--- src/rtl/rx_timer_pkg.sv ---
package rx_timer_pkg;

  localparam logic [3:0] CMD_TMO_ON  = 4'hA;
  localparam logic [3:0] CMD_TMO_OFF = 4'hC;
  localparam logic [3:0] CMD_START   = 4'h8;
  localparam logic [3:0] CMD_STOP    = 4'h9;

  typedef enum logic [1:0] {
    PH_IDLE  = 2'd0,
    PH_HALT  = 2'd1,
    PH_ARMED = 2'd2,
    PH_RUN   = 2'd3
  } ctPhase_t;

  typedef struct packed {
    logic loadCount;
    logic decCount;
    logic setReady;
    logic clrReady;
    logic wdRestart;
    logic wdAdvance;
  } tmrStrobes_t;

endpackage

--- src/rtl/rx_timer_ctrl.sv ---
module rx_timer_ctrl
  import rx_timer_pkg::*;
#(
  parameter int CMD_W = 8
) (
  input  logic             clk,
  input  logic             rstN,
  input  logic             bitTick,
  input  logic             ctClkEn,
  input  logic             charXfer,
  input  logic             fifoRead,
  input  logic             cmdValid,
  input  logic [CMD_W-1:0] cmdByte,
  input  logic             countAtEnd,
  output tmrStrobes_t      strobes
);

  localparam int NIB_LO = CMD_W - 4;

  ctPhase_t   phase, phaseNext;
  logic       tmoMode, tmoModeNext;
  logic [3:0] cmdNib;

  assign cmdNib = cmdByte[CMD_W-1:NIB_LO];

  always_comb begin
    strobes           = '0;
    strobes.wdRestart = fifoRead;
    strobes.wdAdvance = bitTick;
    phaseNext         = phase;
    tmoModeNext       = tmoMode;

    if (cmdValid && cmdNib == CMD_TMO_ON) begin
      tmoModeNext      = 1'b1;
      phaseNext        = PH_IDLE;
      strobes.clrReady = 1'b1;
    end else if (cmdValid && cmdNib == CMD_TMO_OFF) begin
      tmoModeNext      = 1'b0;
      phaseNext        = PH_IDLE;
      strobes.clrReady = 1'b1;
    end else if (cmdValid && cmdNib == CMD_START && !tmoMode) begin
      strobes.loadCount = 1'b1;
      phaseNext         = PH_RUN;
    end else if (cmdValid && cmdNib == CMD_STOP && !tmoMode) begin
      phaseNext = PH_IDLE;
    end else if (charXfer && tmoMode) begin
      phaseNext = PH_HALT;
    end else if (ctClkEn) begin
      unique case (phase)
        PH_HALT: begin
          strobes.loadCount = 1'b1;
          phaseNext         = PH_ARMED;
        end
        PH_ARMED: phaseNext = PH_RUN;
        PH_RUN: begin
          strobes.decCount = 1'b1;
          if (countAtEnd) begin
            strobes.setReady = 1'b1;
            phaseNext        = PH_IDLE;
          end
        end
        default: phaseNext = PH_IDLE;
      endcase
    end
  end

  always_ff @(posedge clk) begin
    if (!rstN) begin
      phase   <= PH_IDLE;
      tmoMode <= 1'b0;
    end else begin
      phase   <= phaseNext;
      tmoMode <= tmoModeNext;
    end
  end

endmodule

--- src/rtl/rx_timer_datapath.sv ---
module rx_timer_datapath
  import rx_timer_pkg::*;
#(
  parameter int CNT_W    = 16,
  parameter int WD_LIMIT = 64
) (
  input  logic             clk,
  input  logic             rstN,
  input  tmrStrobes_t      strobes,
  input  logic [CNT_W-1:0] reloadValue,
  output logic             countAtEnd,
  output logic             ctReady,
  output logic             wdFlag
);

  localparam int WD_W = $clog2(WD_LIMIT + 1);
  localparam logic [WD_W-1:0] WD_LAST = WD_W'(WD_LIMIT - 1);

  logic [CNT_W-1:0] count;
  logic [WD_W-1:0]  wdCnt;

  assign countAtEnd = (count <= CNT_W'(1));

  always_ff @(posedge clk) begin
    if (!rstN) begin
      count <= '0;
    end else if (strobes.loadCount) begin
      count <= reloadValue;
    end else if (strobes.decCount && count != '0) begin
      count <= count - CNT_W'(1);
    end
  end

  always_ff @(posedge clk) begin
    if (!rstN) begin
      ctReady <= 1'b0;
    end else if (strobes.clrReady) begin
      ctReady <= 1'b0;
    end else if (strobes.setReady) begin
      ctReady <= 1'b1;
    end
  end

  always_ff @(posedge clk) begin
    if (!rstN) begin
      wdCnt  <= '0;
      wdFlag <= 1'b0;
    end else if (strobes.wdRestart) begin
      wdCnt  <= '0;
      wdFlag <= 1'b0;
    end else if (strobes.wdAdvance && !wdFlag) begin
      if (wdCnt == WD_LAST) begin
        wdCnt  <= '0;
        wdFlag <= 1'b1;
      end else begin
        wdCnt <= wdCnt + WD_W'(1);
      end
    end
  end

endmodule

--- src/rtl/rx_inactivity_timer.sv ---
module rx_inactivity_timer
  import rx_timer_pkg::*;
#(
  parameter int CNT_W    = 16,
  parameter int WD_LIMIT = 64,
  parameter int CMD_W    = 8
) (
  input  logic             clk,
  input  logic             rstN,
  input  logic             bitTick,
  input  logic             ctClkEn,
  input  logic             charXfer,
  input  logic             fifoRead,
  input  logic             cmdValid,
  input  logic [CMD_W-1:0] cmdByte,
  input  logic [CNT_W-1:0] reloadValue,
  input  logic             wdEnable,
  input  logic             ctMask,
  output logic             wdFlag,
  output logic             wdIrq,
  output logic             ctReady,
  output logic             ctIrq
);

  tmrStrobes_t strobes;
  logic        countAtEnd;

  rx_timer_ctrl #(.CMD_W(CMD_W)) u_ctrl (
    .clk       (clk),
    .rstN      (rstN),
    .bitTick   (bitTick),
    .ctClkEn   (ctClkEn),
    .charXfer  (charXfer),
    .fifoRead  (fifoRead),
    .cmdValid  (cmdValid),
    .cmdByte   (cmdByte),
    .countAtEnd(countAtEnd),
    .strobes   (strobes)
  );

  rx_timer_datapath #(.CNT_W(CNT_W), .WD_LIMIT(WD_LIMIT)) u_dp (
    .clk        (clk),
    .rstN       (rstN),
    .strobes    (strobes),
    .reloadValue(reloadValue),
    .countAtEnd (countAtEnd),
    .ctReady    (ctReady),
    .wdFlag     (wdFlag)
  );

  assign wdIrq = wdFlag & wdEnable;
  assign ctIrq = ctReady & ctMask;

endmodule

--- config.mk ---
export PLATFORM = sky130hd
export DESIGN_NAME = rx_inactivity_timer
export DESIGN_NICKNAME = d
export VERILOG_FILES = /design/src/rtl/rx_timer_pkg.sv /design/src/rtl/rx_timer_ctrl.sv /design/src/rtl/rx_timer_datapath.sv /design/src/rtl/rx_inactivity_timer.sv
export SDC_FILE = /design/constraint.sdc
export NUM_CORES = 1
export LEC_CHECK = 0
export BUFFER_PORTS_ARGS = -buffer_cell sky130_fd_sc_hd__buf_2
export CORE_ASPECT_RATIO = 1.75
export CORE_MARGIN = 1
export CORE_UTILIZATION = 54
export DETAILED_ROUTE_END_ITERATION = 6
export GPL_TIMING_DRIVEN = 0
export PLACE_DENSITY_LB_ADDON = 0.12
export SLEW_MARGIN = 20
export SYNTH_ARGS = -nofsm -noshare
export SYNTH_HDL_FRONTEND = slang
export SYNTH_HIERARCHICAL = 1
export SYNTH_SLANG_ARGS = --single-unit
--- constraint.sdc ---
create_clock -name clk -period 2.85 [get_ports clk]
set_input_delay 0.285 -clock clk [delete_from_list [all_inputs] [get_ports clk]]
set_output_delay 0.285 -clock clk [all_outputs]
set_load 0.02 [all_outputs]
==> summary.md <==
| Metric | Value |
|---|---|
| Initial Util | `roughly 56%` |
| Pleak | `roughly 0.8 nW` |
| Fraction of layout cells with a size suffix above 1 | `18.44%` |
| Hold EP | `u_dp/count[1]$_SDFFE_PN0P_` |
| RSZ-0062 raised after global routing | `false` |
| Port Buffers | `30` |
| Critical setup path kind | `reg2reg` |
| Drc violations | `0` |
| Hold path depth | `3` |
| Post-synth top cells | `28 x dfxtp_1, 16 x nand2_1, 16 x o21ai_0` |
| Switching pwr | `0.2771 mW` |
| First-pass GRT wire length | `7396 µm` |
| Wirelength per Cell | `between 15 and 20 µm` |
| Synth area leaders | `dfxtp_1 32%, o21ai_0 4.6%, ha_1 4.3%` |
| CP arrival | `2650 ps` |
| Fin area | `1989 µm²` |
| Worst path cell trace | `o41a_2 > and3_4 > a22o_1 > inv_1 > clkbuf_1 > o21ai_0 > a31oi_1` |
| Area growth syn-to-layout | `14.06%` |
| Total grt overflow | `0` |
| Reg2reg setup slack | `400 ps` |
| Layout Skew | `approximately 4.8 ps` |
| Diodes inserted | `0` |
| Mean post-synth cell area | `between 8 and 9 µm²` |
| Initial antenna violation count | `0` |
| Final ANT Viol Nets | `0` |
| Final worst-path cycle share | `86.14%` |
| Max_cap viols | `0` |
| Outcome | `completed` |
| Worst hold-check path type | `in2reg` |
| Clk pin slew, worst setup/hold paths | `90 ps` |
| Async SR Flop Fraction | `0%` |
| Worst-Margin Slew | `548.5 ps` |
| Clock Latency Late Sink | `270 ps` |
| RR Startpoint | `u_ctrl/tmoMode$_SDFFE_PN0P_` |
| Share of the synthesized area in the top cell type | `32.14%` |
| Synth unique cells | `49` |
| Root buffer cell | `clkbuf_8` |
| Cell with the most instances after synthesis | `dfxtp_1` |
| Post-synth EDFFs | `0` |
| CTS sink count | `28` |
| Row cnt | `27` |
| Via density | `6.111` |
| Worst r2r dst | `u_dp/count[5]$_SDFFE_PN0P_` |
| R2R depth | `7` |
| Number of CTS-inserted buffers | `3` |
| Sw Ratio | `between 30% and 40%` |
| P_int | `0.5971 mW` |
| Max transition margin | `63.13%` |
| Mapped cell area | `1744 µm²` |
| Number of buffer and inverter stages on the critical path | `2` |
| Initial DRC count | `38` |
| Ports | `37` |
| Synth Instances | `roughly 210` |
| Fin util | `64.01%` |
| Cell class contributing the biggest share of worst-path delay | `compound AO/OA/AOI/OAI gates` |
| Max stage delay cell, worst path | `o41a_2` |
| Die extent in x | `about 45 µm` |
| Clock network fraction of total power | `24.1%` |
| Final setup vio count | `0` |
| Gr usage total | `27.48%` |
| Vias | `1754` |
| Worst Setup Start Kind | `flop` |
| Hold_buf cts | `0` |
| Number of global-route vias before repair | `between 1500 and 2000` |
| Setup bufs post-CTS | `0` |
| Fin. max-slew vios | `0` |
| # resized after CTS | `0` |
| Overall die height | `77.18 µm` |
| Seq/Total Area, Yosys | `32.14%` |
| Leading area contributor after synthesis | `dfxtp_1` |
| 1st-pass router iterations | `4` |
| Post-DP Area | `1948 µm²` |
| Main synth FF type | `dfxtp_1` |
| TNS Setup | `0 ps` |
| Hold path startpoint | `reloadValue[1]` |
| Core area | `3108 µm²` |
| Total Wirelength | `around 4400 µm` |
| Yosys Warn Count | `6` |
| Sequential share of power | `49.6%` |
| WP data required | `3040 ps` |
| Nature of the critical path endpoint | `flop` |
| # nets final | `approximately 290` |
| Fmax achieved | `a little over 400 MHz` |
| CTS tree | `done` |
| Tmin final | `2455 ps` |
| Final worst slack | `395.0 ps` |
| Final hold vios | `0` |
| Logic pwr share | `26.3%` |
| Worst-path fanout max | `10` |
| Die area | `between 3000 and 4000 µm²` |
| Largest net degree at the start of global routing | `15` |
| FF+latch count, synth | `28` |
| Pre-CTS setup slack | `326.2 ps` |
| Max rail drop VDD | `0.3952 mV` |
| Max stage delay on crit path | `530 ps` |
| Clock tree buffer depth | `2` |
| H-tree depth | `1` |
| Syn_nets | `250` |
| Pwr dens | `around 440 nW/µm²` |
| DPL Wire Length | `3404 µm` |
| GPL Wtd Cong | `roughly 0.89` |
cells in the final DEF (no fill, tap or decap), drive strengths merged, types with 7 or more instances in the layout:
cell,count
buf,33
clkbuf,8
a21oi,8
o21ai,16
dfxtp,28
nand4,7
nand2,16
inv,12
nor2,14
nor3,10
power by group through the flow:
stage          logic (mW)  clock network [mW]  registers [mW]
2_1_floorplan       0.162                   0           0.436
3_3_place_gp        0.224                   0           0.442
3_5_place_dp        0.228                   0           0.442
4_1_cts             0.229               0.215           0.433
5_1_grt             0.256               0.227           0.437
6_report            0.230               0.211           0.433
cell families after synthesis:
family	synth area share, %
buf+inv	5.165
flops	32.14
compound gates	21.23
mux	0.5739
fa+ha+maj	4.304
simple gates	34.58
xor+xnor	2.009
worst register-to-register path, cell delays in order (launching register included):
cell      delay [ps]
dfxtp_1          350
o41a_2           530
and3_4           200
a22o_1           300
inv_1            180
clkbuf_1         410
o21ai_0          210
a31oi_1          200
per-stage QoR:
| stage | std cells | total power, mW | hold slack, ps |
|---|---|---|---|
| finish | 287 | 0.8742 | 261.2 |
| CTS | 287 | 0.8769 | 257.1 |
| global route | 287 | 0.9201 | 262.5 |
| floorplan | 211 | 0.5981 | 389.8 |
| global placement | 284 | 0.6654 | 445.5 |
| detailed placement | 284 | 0.6699 | 459.5 |
routing by layer:
layer | wire (µm) | vias to the layer above | track usage [%]
li1 | - | 875 | -
met4 | 77 | 0 | 9.091
met3 | 88 | 6 | 1.882
met1 | 1640 | 841 | 27.22
met5 | 0 | - | 0
met2 | 2563 | 32 | 54.49
flip-flops by register name (all words and copies together), names as in the netlist:
signal	flops
u_dp/count	16
u_dp/wdCnt	7
u_ctrl/phase	2
u_ctrl/tmoMode	1
u_dp/ctReady	1
u_dp/wdFlag	1
area by class of cell:
cell class,count,area (µm²)
Inverter,12,45.04
Sequential cell,28,560.5
Clock buffer,3,41.29
Tap cell,43,53.80
Fill cell,302,1119
Multi-Input combinational cell,163,1094
Buffer,8,45.04
Timing Repair Buffer,30,150.1
how the worst max path moves through the flow:
stage | cells past startpoint | endpoint | from
after global placement | 8 | u_dp/count[12]$_SDFFE_PN0P_ | cmdByte[5]
after detailed placement | 8 | u_dp/count[5]$_SDFFE_PN0P_ | cmdByte[5]
after global routing | 7 | u_dp/count[5]$_SDFFE_PN0P_ | u_ctrl/tmoMode$_SDFFE_PN0P_
after floorplan | 8 | u_dp/count[12]$_SDFFE_PN0P_ | u_ctrl/tmoMode$_SDFFE_PN0P_
final | 7 | u_dp/count[5]$_SDFFE_PN0P_ | u_ctrl/tmoMode$_SDFFE_PN0P_
after CTS | 7 | u_dp/count[5]$_SDFFE_PN0P_ | u_ctrl/tmoMode$_SDFFE_PN0P_
No activity file was read; power rests on OpenSTA's default activity.
